--- src/rtl/wsg_pkg.sv ---
// Shared types and cost arithmetic for the wait-state generator.
// Assumes sixteen regions and wait values that fit in WAIT_W bits.
package wsg_pkg;
    localparam int REGION_N    = 16;
    localparam int REGION_W    = $clog2(REGION_N);
    localparam int WAIT_W      = 4;
    localparam int COST_W      = WAIT_W + 1;
    localparam int CFG_W       = 16;
    localparam int FAST_REGION = 2;
    localparam int ROM_BASE    = 8;
    localparam int ROM_WINDOWS = 3;
    localparam int SRAM_REGION = 14;
    localparam int PF_BIT      = 14;

    typedef struct packed {
        logic [WAIT_W-1:0] first;
        logic [WAIT_W-1:0] seq;
    } wait_pair_t;

    // Two-bit first-access code to wait count.
    function automatic logic [WAIT_W-1:0] first_wait(input logic [1:0] code);
        case (code)
            2'd0:    first_wait = WAIT_W'(4);
            2'd1:    first_wait = WAIT_W'(3);
            2'd2:    first_wait = WAIT_W'(2);
            default: first_wait = WAIT_W'(8);
        endcase
    endfunction

    // Cost of one access given the region's 16-bit pair, width and sequential flag.
    function automatic logic [COST_W-1:0] access_cost(input wait_pair_t p,
                                                      input logic wide,
                                                      input logic seq);
        logic [COST_W-1:0] f;
        logic [COST_W-1:0] s;
        f = COST_W'(p.first);
        s = COST_W'(p.seq);
        if (!wide)
            access_cost = seq ? s : f;
        else if (seq)
            access_cost = s + s + COST_W'(1);
        else
            access_cost = f + s + COST_W'(1);
    endfunction
endpackage

--- src/rtl/wsg_cfg_reg.sv ---
// Control register: holds the 16-bit wait configuration.
// Assumes a single writer; the write lands on the next clock edge.
module wsg_cfg_reg
    import wsg_pkg::*;
(
    input  logic             clk,
    input  logic             rst_n,
    input  logic             we,
    input  logic [CFG_W-1:0] wdata,
    output logic [CFG_W-1:0] cfg
);
    // Capture writes, clear on reset.
    always_ff @(posedge clk) begin
        if (!rst_n)
            cfg <= '0;
        else if (we)
            cfg <= wdata;
    end
endmodule

--- src/rtl/wsg_region_table.sv ---
// Per-region 16-bit wait pairs derived from the control register.
// One generate branch per region class; regions outside every class cost 0.
module wsg_region_table
    import wsg_pkg::*;
(
    input  logic [CFG_W-1:0]                cfg,
    output wait_pair_t [REGION_N-1:0]       tbl
);
    for (genvar r = 0; r < REGION_N; r++) begin : g_region
        if (r == FAST_REGION) begin : g_fast
            // Fixed two-wait region.
            assign tbl[r] = '{first: WAIT_W'(2), seq: WAIT_W'(2)};
        end else if (r >= ROM_BASE && r < ROM_BASE + 2 * ROM_WINDOWS) begin : g_rom
            localparam int WIN     = (r - ROM_BASE) / 2;
            localparam int CODE_LO = 2 + 3 * WIN;
            localparam int SEQ_BIT = 4 + 3 * WIN;
            // Window decode shared by both regions of the window.
            assign tbl[r].first = first_wait(cfg[CODE_LO +: 2]);
            assign tbl[r].seq   = cfg[SEQ_BIT] ? WAIT_W'(1) : WAIT_W'(2 << WIN);
        end else if (r == SRAM_REGION) begin : g_sram
            // Save RAM: one value for both access kinds.
            assign tbl[r].first = first_wait(cfg[1:0]);
            assign tbl[r].seq   = first_wait(cfg[1:0]);
        end else begin : g_none
            assign tbl[r] = '0;
        end
    end
endmodule

--- src/rtl/wsg_wait_counter.sv ---
// Wait counter: loads cost-1 on an accepted request and counts down to 0.
// Assumes the cost is valid in the cycle req_valid is presented while idle.
module wsg_wait_counter
    import wsg_pkg::*;
(
    input  logic              clk,
    input  logic              rst_n,
    input  logic              req_valid,
    input  logic [COST_W-1:0] cost,
    output logic              ready,
    output logic              busy,
    output logic [COST_W-1:0] cnt
);
    // Accept, count down and release.
    always_ff @(posedge clk) begin
        if (!rst_n) begin
            busy <= 1'b0;
            cnt  <= '0;
        end else if (!busy) begin
            if (req_valid && cost != '0) begin
                busy <= 1'b1;
                cnt  <= cost - COST_W'(1);
            end
        end else if (cnt == '0) begin
            busy <= 1'b0;
        end else begin
            cnt <= cnt - COST_W'(1);
        end
    end

    // Completion strobe.
    always_comb begin
        if (busy)
            ready = (cnt == '0);
        else
            ready = req_valid && (cost == '0);
    end
endmodule

--- src/rtl/wsg_top.sv ---
// Wait-state generator top: register, region table, cost lookups, counter.
// Assumes the requester holds req_* stable in the cycle it presents them.
module wsg_top
    import wsg_pkg::*;
(
    input  logic              clk,
    input  logic              rst_n,
    input  logic              cfg_we,
    input  logic [CFG_W-1:0]  cfg_wdata,
    input  logic              req_valid,
    input  logic [REGION_W-1:0] req_region,
    input  logic              req_wide,
    input  logic              req_seq,
    output logic              ready,
    input  logic [REGION_W-1:0] pf_region,
    output logic [COST_W-1:0] pf_cost16,
    output logic [COST_W-1:0] pf_cost32,
    output logic              prefetch_en
);
    logic [CFG_W-1:0]          cfg;
    wait_pair_t [REGION_N-1:0] tbl;
    logic [COST_W-1:0]         req_cost;
    logic                      busy;
    logic [COST_W-1:0]         cnt;

    wsg_cfg_reg u_cfg (
        .clk   (clk),
        .rst_n (rst_n),
        .we    (cfg_we),
        .wdata (cfg_wdata),
        .cfg   (cfg)
    );

    wsg_region_table u_tbl (
        .cfg (cfg),
        .tbl (tbl)
    );

    // Cost of the presented request and the prefetch query.
    always_comb begin
        req_cost  = access_cost(tbl[req_region], req_wide, req_seq);
        pf_cost16 = access_cost(tbl[pf_region], 1'b0, 1'b0);
        pf_cost32 = access_cost(tbl[pf_region], 1'b1, 1'b0);
    end

    assign prefetch_en = cfg[PF_BIT];

    wsg_wait_counter u_cnt (
        .clk       (clk),
        .rst_n     (rst_n),
        .req_valid (req_valid),
        .cost      (req_cost),
        .ready     (ready),
        .busy      (busy),
        .cnt       (cnt)
    );
endmodule

--- config.mk ---
export PLATFORM = sky130hd
export DESIGN_NAME = wsg_top
export DESIGN_NICKNAME = d
export VERILOG_FILES = /design/src/rtl/wsg_pkg.sv /design/src/rtl/wsg_cfg_reg.sv /design/src/rtl/wsg_region_table.sv /design/src/rtl/wsg_wait_counter.sv /design/src/rtl/wsg_top.sv
export SDC_FILE = /design/constraint.sdc
export NUM_CORES = 1
export LEC_CHECK = 0
export BUFFER_PORTS_ARGS = -buffer_cell sky130_fd_sc_hd__buf_2
export CORE_ASPECT_RATIO = 1.5
export CORE_MARGIN = 4
export CORE_UTILIZATION = 39
export CTS_CLUSTER_DIAMETER = 120
export CTS_CLUSTER_SIZE = 20
export DETAILED_ROUTE_END_ITERATION = 12
export HOLD_SLACK_MARGIN = 0.15
export PLACE_DENSITY = 0.58
export SETUP_SLACK_MARGIN = 0.15
export SLEW_MARGIN = 40
export SYNTH_ARGS = -nofsm -noshare
export SYNTH_HDL_FRONTEND = slang
export SYNTH_SLANG_ARGS = --single-unit
--- constraint.sdc ---
create_clock -name clk -period 9.21 [get_ports clk]
set_input_delay 1.3815 -clock clk [delete_from_list [all_inputs] [get_ports clk]]
set_output_delay 1.3815 -clock clk [all_outputs]
set_load 0.02 [all_outputs]
## Yosys cells after proc, flatten, opt, wreduce, memory -nomap -nowiden

Cells that the tools add are included.

| storage, ports and cells | value |
|---|---|
| word-level logic and storage cells | 54 |
| output and inout port bits | 12 |
| input port bits | 30 |
| register bits after elaboration | 21 |

| operators by class | value |
|---|---|
| order comparisons | 2 |
| $add $sub $neg | 8 |
| multiplexer cells | 21 |
| reduce and logical (&&, ||, !) cells | 11 |
| equality and inequality tests | 9 |

Operators by type and width:

| operator | number |
|---|---|
| $bmux 8 s4 | 2 |
| $pmux 4 s3 | 4 |
| $mux 5 | 5 |
| $mux 8 | 2 |
| $add 4x4->5 | 3 |
| $add 5x1->5 const B | 3 |
| $logic_not 5->1 | 2 |
| $lt 4x5->1 const B | 2 |
| $sub 5x1->5 const B | 2 |
| $eq 2x1->1 const B | 4 |
| $eq 2x2->1 const B | 4 |
| $logic_not 2->1 | 4 |
| $mux 4 | 2 |
| $reduce_bool 5->1 | 1 |
| $mux 1 | 4 |
| $mux 3 | 1 |
| $logic_and 1x1->1 | 2 |
| $mux 2 | 1 |
| $ne 2x2->1 const B | 1 |
| $reduce_and 2->1 | 1 |
| $reduce_bool 2->1 | 1 |

## Logic depth before layout (Yosys ltp)

Gate-level depths: netlist (run 1).

| depth | value |
|---|---|
| depth after elaboration | 12 |
| depth in mapped cells | 16 |
| depth with buffers taken out | 16 |

## Hierarchy

A second synthesis (run 1) with hierarchy kept.

| second synthesis, totals | value |
|---|---|
| cell total of the unflattened synthesis | 408 |
| area total of the unflattened synthesis | 4448.0 um2 |

Modules (own cells, without submodules):

| module | seq. area each (um2) | instances | area an instance (um2) | cells each |
|---|---|---|---|---|
| wsg_top | 0.0 | 1 | 2359.8 | 172 |
| wsg_region_table | 0.0 | 1 | 1017.2 | 134 |
| wsg_cfg_reg | 320.3 | 1 | 615.6 | 51 |
| wsg_wait_counter | 120.1 | 1 | 455.4 | 51 |

## Least setup slack after synthesis (run 1)

Ideal clock, no wire load.

| timing | value |
|---|---|
| kind | in2out |
| start point | input port req_region[1] |
| end point | output port ready |
| slack | 3.902 ns |
| data required time | 7.828 ns |
| arrival time | 3.926 ns |
| buffers on the path | 1 |
| cell stages on the path | 10 |
| cell sequence | buf_6 > or4b_2 > o211ai_2 > ha_1 > and3b_1 > or3_1 > a21oi_1 > o211ai_2 > nor4_1 > a21o_1 |

| on the way | value |
|---|---|
| longest elaborated chain between the ends | 9 |
| elaborated cells on any way between the ends | 12 |
| those cells by class | 4 x add/sub; 6 x mux; 2 x reduce/logical |

RTL lines:

| what | line | RTL |
|---|---|---|
| start, declared | wsg_top.sv:11 | `input logic [REGION_W-1:0] req_region,` |
| $bmux 8 s4 * | wsg_top.sv:41 | `req_cost = access_cost(tbl[req_region], req_wide, req_seq);` |
| $mux 8 (not written as such) * | wsg_top.sv:41 |  |
| $add 4x4->5 (on tied branches) | wsg_pkg.sv:43, wsg_pkg.sv:41 |  |
| $add 5x1->5 (on tied branches) | wsg_pkg.sv:43, wsg_pkg.sv:41 |  |
| $mux 5 | wsg_pkg.sv:40 | `else if (seq)` |
| $mux 5 * | wsg_pkg.sv:38 | `if (!wide)` |
| $logic_not 5->1 * | wsg_wait_counter.sv:36 | `ready = req_valid && (cost == '0);` |
| $logic_and 1x1->1 * | wsg_wait_counter.sv:36 |  |
| $mux 1 * | wsg_wait_counter.sv:33 | `if (busy)` |
| end, declared | wsg_top.sv:14 | `output logic ready,` |

Mark *: on every way between the ends. The rest lies on a longest branch, timed or not. The select of a mux whose other input is x is not followed.

## Worst setup path after layout (run 1)

| timing | value |
|---|---|
| start point | input port req_region[2] |
| end point | output port ready |

Same word-level chain as after synthesis.

==> qor.yml, run 1 <==
post-place-ws_ns: 3.38
die_area_mm2: 0.00676
grt_pass1_vias: 1831
final.min_clock_period_ns: 5.81
start_util: 0.408
setup_viol: 0
synth-edff-count: 0
hold_violations: 0
root_buffer: "clkbuf_8"
min_path_type: "flip-flop to flip-flop"
core_area_mm2: 0.00525
internal_power_mw: 0.180
p_per_area_mw_per_mm2: 120
net-switching-power_mw: 0.107
postCtsSetupBuffers: 0
cts.path.max_buffers: 2
grt_max_degree: 20
synth_nets: 309
drtIter0Drc: 42
n_antenna_cell: 0
cts_hold_buffers: 0
clk-insertion-delay-late_ns: 0.25
synth_seq_area_share: 0.168
crit_type: "primary input to output pin"
area_growth_pct: 11.8
layout_common_cells: "buf_2 (36), inv_1 (26), ha_1 (21), nor2b_1 (20)"
end_kind: "output pin"
seq_area_um2: 360
worst_setup_path_start_kind: "primary input"
final_common_cell: "buf_2"
crit_required_ns: 7.83
placed_area_mm2: 0.00234
rsz0062_at_grt: "no"
vias_per_cell: 5.40
ir_drop_mv: 0.107
fp.dieW_um: 68.5
ys_ff_latch: 18
synthArstFlopShare: 0
syn_area_per_cell_um2: 8.36
cts_sinks: 18
first_pass_iters: 4
seqPwrFrac: 0.335
fin_skew_ns: 0.000458
synth_cell_types: 63
htreeDepth: 1
cts_tree: "built"
status: "completed"
vias: 1896
yosysWarnings: 0
fin_crit_sh: 0.631
ant_nets: 0
fillers: 577
cp_top_family: "simple AND/OR/NAND/NOR gates"
io_pins: 42
wl_mm: 5.05
synthCells: 256
final_max_slew_viol_count: 0
cp_cell_sequence: "buf_2, mux4_1, nand2_1, ha_1, inv_1, fa_1, and3_1, a31oi_1, o211ai_2, nor4_1, a21o_1, buf_2"
grt-ovfl-total: 0
antenna_found_initial: 0
crit_path_max_incr_delay_ns: 0.67
drc: 0
worst-path-buf-inv: 3
grt_pass1_wl_mm: 8.41
dp_hpwl_mm: 4.20
crit_slowest_cell: "mux4_1"
combPwrFrac: 0.436
rows: 32
port_buffers: 36
dominantRegCellSynth: "dfxtp_1"
nets: 337
path_clk_slew_ns: 0.07
fin_area_mm2: 0.00239
grt_usage: 0.157
max_freq_mhz: 172
cap_violations: 0
cts-buffers-inserted: 3
worst_pin_slew_ns: 0.684
p_total_mw: 0.287
drive_above_1_share: 0.219
p_sw_frac: 0.373
multi_input_area_mm2: 0.00161
synth_area_mm2: 0.00214
hold_slack_ns: 0.492
fin_setup_tns_ns: 0
wire_per_inst_um: 14.4
worst_slack_ns: 3.40
gp_congestion: 0.866
cp.arrival_ns: 4.43
slew-limit-headroom: 0.540
pwr-share-clk: 0.229
cp_max_fo: 15
cts_resized: 0
p_leak_nw: 1.17
cpMostUsedCell: "buf_2"
die_h_um: 98.7
[layout make-up]
cell class                      instances  area share
Clock buffer                            4      0.0230
Sequential cell                        18       0.151
Tap cell                               68      0.0356
Inverter                               26      0.0408
Timing Repair Buffer                   36      0.0753
Multi-Input combinational cell        199       0.675
[sequential cells by signal, indices dropped and copies added (netlist names)]
| name | count |
|---|---|
| u_cnt.busy | 1 |
| u_cnt.cnt | 5 |
| u_cfg.cfg | 12 |
[per-layer routing]
| layer | global-route usage | routed length, µm |
|---|---|---|
| met1 | 0.174 | 1970 |
| met2 | 0.292 | 2840 |
| met3 | 0.0171 | 100 |
| met4 | 0.0582 | 150 |
| met5 | 0 | 0 |
[power by group through the flow]
stage	clock (mW)	sequential (mW)	combinational [mW]
after floorplan	0	0.0932	0.0990
after global placement	0	0.0977	0.125
after detailed placement	0	0.0981	0.126
after CTS	0.0664	0.0963	0.127
after global routing	0.0724	0.0973	0.141
final	0.0658	0.0962	0.125
[cells in the mapped netlist, drive strengths merged, types with 2 or more instances]
master / number / area (µm²)
o211ai: 3 / 37.5
or4b: 2 / 20.0
mux4: 3 / 71.3
nand3: 3 / 15.0
mux2i: 14 / 140
nor2b: 20 / 125
or3: 3 / 18.8
nor3: 3 / 15.0
buf: 7 / 51.3
a31oi: 6 / 37.5
a21oi: 9 / 48.8
and3b: 3 / 26.3
and2: 2 / 12.5
and3: 5 / 31.3
nor2: 13 / 51.3
fa: 2 / 40.0
nand2: 18 / 67.6
nor4: 4 / 25.0
clkbuf: 6 / 22.5
ha: 21 / 263
nand2b: 6 / 37.5
mux2: 6 / 71.3
a21o: 4 / 30.0
dfxtp: 18 / 360
o31a: 3 / 26.3
inv: 26 / 97.6
o221ai: 2 / 17.5
a21boi: 3 / 22.5
o21ai: 7 / 38.8
o31ai: 3 / 22.5
o211a: 2 / 20.0
or2: 3 / 18.8
xnor2: 3 / 26.3
nand3b: 4 / 30.0
[cells by family after synthesis]
| family | after synthesis | synth area share |
|---|---|---|
| adders and majority gates | 23 | 0.142 |
| AOI/OAI and AO/OA | 57 | 0.221 |
| DFF | 18 | 0.168 |
| and+or+nand+nor | 91 | 0.239 |
| other | 1 | 0.00175 |
| xor gates and xnor gates | 4 | 0.0164 |
| muxes | 23 | 0.132 |
| buffers and inverters | 39 | 0.0801 |
[path summary, 6_finish.rpt]
path	from	end	slack, ns	cells past startpoint
min	u_cnt.cnt[2]	u_cnt.cnt[2]	0.49	2
max	req_region[2]	ready	3.40	12
max reg2reg	u_cfg.cfg[1]	u_cnt.cnt[4]	5.32	16
min reg2reg	u_cnt.cnt[2]	u_cnt.cnt[2]	0.49	2
[worst register-to-register path, delay by kind of cell, from the launching register on]
| family | cells | cell delay (ns) |
|---|---|---|
| fa+ha+maj | 4 | 0.99 |
| flops | 1 | 0.39 |
| simple gates | 5 | 0.97 |
| compound gates | 3 | 0.65 |
| buf+inv | 3 | 0.23 |
| mux | 1 | 0.55 |
[through the flow]
step / utilization / cells
floorplan: - / 256
global placement: 0.444 / 347
detailed placement: 0.446 / 347
CTS: 0.456 / 351
global route: 0.456 / 351
finish: 0.456 / 351
(Power assumes the default switching activity.)
==> run 2, diff against run 1 <==
--- a/config.mk
+++ b/config.mk
@@ -13,7 +13,7 @@
 export CTS_CLUSTER_SIZE = 20
 export DETAILED_ROUTE_END_ITERATION = 12
 export HOLD_SLACK_MARGIN = 0.15
-export PLACE_DENSITY = 0.58
+export PLACE_DENSITY = 0.6
 export SETUP_SLACK_MARGIN = 0.15
 export SLEW_MARGIN = 40
 export SYNTH_ARGS = -nofsm -noshare
==> constraint.sdc (replaced) <==
create_clock -name clk -period 5.3 [get_ports clk]
set_input_delay 0.795 -clock clk [delete_from_list [all_inputs] [get_ports clk]]
set_output_delay 0.795 -clock clk [all_outputs]
set_load 0.02 [all_outputs]
==> run 2 against run 1 <==
  * Design area stayed put
  * Critical path depth did not move
  * First-iteration DRC count grew 130%
  * Total power rose by 72%
  * Count of clock-buffer cells in the layout is the same
  * Cell count is the same
  * Clock skew grew 0.00091 ns
  * Worst hold slack lost 0.0032 ns
  * Core utilization unchanged
  * Highest routed layer unchanged
==> qor.yml, run 2 (synthesized netlist as in run 1, its figures left out) <==
status: "completed"
cts_tree: "built"
cts_sinks: 18
net-switching-power_mw: 0.182
seq_area_um2: 360
final_max_slew_viol_count: 0
cts-buffers-inserted: 3
crit_path_max_incr_delay_ns: 0.67
fin_skew_ns: 0.00136
final_common_cell: "buf_2"
grt_max_degree: 20
hold_slack_ns: 0.489
grt_usage: 0.157
first_pass_iters: 4
grt_pass1_wl_mm: 8.48
fin_setup_tns_ns: 0
rows: 32
layout.cells.non_filler: 351
core_area_mm2: 0.00525
cp_top_family: "simple AND/OR/NAND/NOR gates"
drive_above_1_share: 0.219
vias_per_cell: 5.44
worst_pin_slew_ns: 0.647
p_per_area_mw_per_mm2: 207
layout_common_cells: "buf_2 (36), inv_1 (26), ha_1 (21), nor2b_1 (20)"
n_antenna_cell: 0
seqPwrFrac: 0.339
clk-insertion-delay-late_ns: 0.25
placed_area_mm2: 0.00234
worst-path-buf-inv: 3
cpMostUsedCell: "buf_2"
p_leak_nw: 1.17
multi_input_area_mm2: 0.00161
grt_pass1_vias: 1831
io_pins: 42
port_buffers: 36
fin_area_mm2: 0.00239
slew-limit-headroom: 0.565
fin_crit_sh: 0.871
rsz0062_at_grt: "no"
p_sw_frac: 0.368
cts_hold_buffers: 0
fillers: 552
hold_start: "u_cnt.cnt[2]"
max_freq_mhz: 217
drc: 0
ir_drop_mv: 0.168
worst_setup_path_start_kind: "primary input"
dp_cells: 347
cp_max_fo: 15
die_area_mm2: 0.00676
vias: 1911
startpoint: "req_region[2]"
die_h_um: 98.7
drtIter0Drc: 97
cts.path.max_buffers: 2
r2r_start: "u_cfg.cfg[1]"
postCtsSetupBuffers: 0
top_register: "u_cfg.cfg"
hold_violations: 0
end_kind: "output pin"
antenna_found_initial: 0
grt-ovfl-total: 0
area_growth_pct: 11.8
cts_resized: 0
largestRegisters: "u_cfg.cfg x12, u_cnt.cnt x5, u_cnt.busy x1"
htreeDepth: 1
min_path_type: "flip-flop to flip-flop"
cp_cell_sequence: "buf_2, mux4_1, nand2_1, ha_1, inv_1, fa_1, and3_1, a31oi_1, o211ai_2, nor4_1, a21o_1, buf_2"
internal_power_mw: 0.313
pwr-share-clk: 0.222
setup_viol: 0
cp.arrival_ns: 3.82
final.min_clock_period_ns: 4.62
start_util: 0.408
fp.dieW_um: 68.5
largest_reg_flops: 12
ant_nets: 0
wire_per_inst_um: 14.3
cap_violations: 0
crit_required_ns: 4.51
p_total_mw: 0.495
combPwrFrac: 0.439
root_buffer: "clkbuf_8"
crit_type: "primary input to output pin"
dp_hpwl_mm: 4.15
gp_congestion: 0.855
nets: 337
crit_slowest_cell: "mux4_1"
wl_mm: 5.01
path_clk_slew_ns: 0.07
## run 2: cell counts in the layout (fill, tap and decap cells not counted)
Identical to the previous run, type by type.
## run 2: cell type report
type,instances,area share
Multi-Input combinational cell,199,0.675
Sequential cell,18,0.151
Timing Repair Buffer,36,0.0753
Inverter,26,0.0408
Tap cell,68,0.0356
Clock buffer,4,0.0230
## run 2: power groups by stage
stage	clock network [mW]	logic, mW	registers [mW]
6_report	0.110	0.217	0.168
5_1_grt	0.122	0.245	0.170
4_1_cts	0.114	0.219	0.168
3_5_place_dp	0	0.218	0.171
3_3_place_gp	0	0.216	0.170
2_1_floorplan	0	0.172	0.162
## run 2: through the flow
stage | util | setup slack [ns]
after floorplan | - | 1.17
after global placement | 0.444 | 0.692
after detailed placement | 0.446 | 0.706
after CTS | 0.456 | 0.690
after global routing | 0.456 | 0.538
final | 0.456 | 0.685
## run 2: final timing paths
check	cells past startpoint	slack, ns	endpoint
worst max-delay path	12	0.68	ready
worst min-delay path	2	0.49	u_cnt.cnt[2]
worst min register to register	2	0.49	u_cnt.cnt[2]
worst max register to register	15	1.41	u_cnt.cnt[1]
## run 2: layer usage
layer  track usage  wire length, µm  vias up
met5             0                0        -
met4        0.0475              133        0
met3        0.0205               99       12
met2         0.288             2760       33
met1         0.180             2010      891
li1              -                -      975
## run 2: worst reg2reg max path, delay by kind of cell, from the launching register on
kind,cells,cell delay [ns]
AOI/OAI and AO/OA,5,1.33
adders and majority gates,3,0.75
buffers and inverters,2,0.13
DFF,1,0.39
muxes,1,0.56
and+or+nand+nor,4,0.63
==> run 3, diff against run 2 <==
--- a/config.mk
+++ b/config.mk
@@ -5,7 +5,7 @@
 export SDC_FILE = /design/constraint.sdc
 export NUM_CORES = 1
 export LEC_CHECK = 0
-export BUFFER_PORTS_ARGS = -buffer_cell sky130_fd_sc_hd__buf_2
+export BUFFER_PORTS_ARGS = -buffer_cell sky130_fd_sc_hd__buf_4
 export CORE_ASPECT_RATIO = 1.5
 export CORE_MARGIN = 4
 export CORE_UTILIZATION = 39
==> run 3 against run 2 <==
  * Clock skew increased by 0.0012 ns
  * Setup slack improved by 0.087 ns
  * First-iteration DRC count down 7.2%
  * Die area stayed put
  * Worst hold slack about the same
  * Sequential share of layout area is 0.55 points lower
  * Critical path type unchanged
  * Largest cell class unchanged
==> qor.yml, run 3 (synthesized netlist as in run 1, its figures left out) <==
wire_per_inst_um: 14.6
worst-path-buf-inv: 3
r2r_cells: 16
clk-insertion-delay-late_ns: 0.25
startpoint: "req_region[2]"
postCtsSetupBuffers: 0
vias: 1876
rrSetupSlack_ns: 1.39
cap_violations: 0
cp_cell_sequence: "buf_4, mux4_1, nand2_1, ha_1, inv_1, fa_1, and3_1, a31oi_1, o211ai_2, nor4_1, a21o_1, buf_4"
grt_usage: 0.158
grt_pass1_vias: 1784
crit_type: "primary input to output pin"
r2r_start: "u_cfg.cfg[1]"
cpMostUsedCell: "buf_4"
pwr-share-clk: 0.215
area_growth_pct: 16.0
htreeDepth: 1
vias_per_cell: 5.34
largestRegisters: "u_cfg.cfg x12, u_cnt.cnt x5, u_cnt.busy x1"
grt_pass1_wl_mm: 8.38
min_path_type: "flip-flop to flip-flop"
internal_power_mw: 0.324
fin_crit_sh: 0.854
cp_max_fo: 15
drtIter0Drc: 90
final_common_cell: "buf_4"
nets: 337
gp_congestion: 0.893
seqPwrFrac: 0.330
path_clk_slew_ns: 0.06
top_register: "u_cfg.cfg"
net-switching-power_mw: 0.183
final.min_clock_period_ns: 4.53
grtUsageMet1: 0.184
final_max_slew_viol_count: 0
layout_common_cells: "buf_4 (36), inv_1 (26), ha_1 (21), nor2b_1 (20)"
p_total_mw: 0.507
cp_top_family: "simple AND/OR/NAND/NOR gates"
combPwrFrac: 0.455
p_per_area_mw_per_mm2: 204
ant_nets: 0
fp.dieW_um: 68.5
grtUsageMet3: 0.0182
slew-limit-headroom: 0.549
cts_resized: 0
antenna_found_initial: 0
crit_end: "ready"
die_area_mm2: 0.00676
cts-buffers-inserted: 3
postLayoutCoreUtil: 0.473
drive_above_1_share: 0.219
fin_skew_ns: 0.00253
worst_setup_path_start_kind: "primary input"
n_antenna_cell: 0
crit_required_ns: 4.51
cp.arrival_ns: 3.73
core_area_mm2: 0.00525
port_buffers: 36
r2r-end: "u_cnt.cnt[4]"
crit_slowest_cell: "mux4_1"
cts_hold_buffers: 0
fin_setup_tns_ns: 0
hold_violations: 0
io_pins: 42
drc: 0
seq_area_um2: 360
p_leak_nw: 1.20
largest_reg_flops: 12
cts_tree: "built"
wl_mm: 5.11
multi_input_area_mm2: 0.00161
grt_max_degree: 20
start_util: 0.408
die_h_um: 98.7
crit_path_max_incr_delay_ns: 0.66
top_usage_layer: "met2"
grt-ovfl-total: 0
cts.path.max_buffers: 2
ir_drop_mv: 0.195
cts_sinks: 18
fillers: 512
first_pass_iters: 4
cp.depth: 12
status: "completed"
worst_pin_slew_ns: 0.671
max_freq_mhz: 221
root_buffer: "clkbuf_8"
end_kind: "output pin"
met2_usage: 0.285
p_sw_frac: 0.360
dp_hpwl_mm: 4.24
rows: 32
setup_viol: 0
rsz0062_at_grt: "no"
## run 3: cell counts in the layout (fill, tap and decap cells not counted)
No cell type changed its count.
## run 3: metal layers
metal | routed length [µm] | vias up
li1 | - | 968
met1 | 1970 | 863
met4 | 136 | 0
met3 | 134 | 10
met5 | 0 | -
met2 | 2880 | 35
## run 3: worst register-to-register path: stages (launching register included)
cell,delay [ns]
dfxtp_1,0.39
inv_1,0.09
ha_1,0.19
nor2b_1,0.14
mux4_1,0.56
nand2_1,0.11
ha_1,0.17
inv_1,0.06
fa_1,0.42
and3_1,0.15
a31oi_1,0.24
a31oi_1,0.19
inv_1,0.09
ha_1,0.19
or3b_1,0.38
and3_1,0.20
o31a_1,0.22
## run 3: worst min-delay path by stage
| stage | to | from | cells after the start |
|---|---|---|---|
| after detailed placement | u_cnt.cnt[2] | u_cnt.cnt[2] | 2 |
| after global placement | u_cnt.cnt[0] | u_cnt.cnt[0] | 2 |
| final | u_cnt.cnt[2] | u_cnt.cnt[2] | 2 |
| after global routing | u_cnt.cnt[0] | u_cnt.cnt[0] | 2 |
| after CTS | u_cnt.cnt[2] | u_cnt.cnt[2] | 2 |
| after floorplan | u_cnt.cnt[0] | u_cnt.cnt[0] | 2 |
## run 3: per-stage QoR
step / std cells / cell area [µm²] / hold slack, ns / setup slack, ns
6_report: 351 / 2480 / 0.489 / 0.772
5_1_grt: 351 / 2480 / 0.505 / 0.549
4_1_cts: 351 / 2480 / 0.490 / 0.757
3_5_place_dp: 347 / 2430 / 0.479 / 0.761
3_3_place_gp: 347 / 2420 / 0.471 / 0.779
2_1_floorplan: 256 / 2140 / 0.444 / 1.17
## run 3: layout make-up
type	instances	area share
Clock buffer	4	0.0222
Timing Repair Buffer	36	0.109
Multi-Input combinational cell	199	0.650
Inverter	26	0.0393
Tap cell	68	0.0343
Sequential cell	18	0.145
## run 3: power groups by stage
| stage | sequential, mW | clock [mW] | combinational (mW) |
|---|---|---|---|
| finish | 0.167 | 0.109 | 0.231 |
| global route | 0.169 | 0.119 | 0.255 |
| CTS | 0.167 | 0.113 | 0.232 |
| detailed placement | 0.170 | 0 | 0.230 |
| global placement | 0.170 | 0 | 0.229 |
| floorplan | 0.162 | 0 | 0.172 |
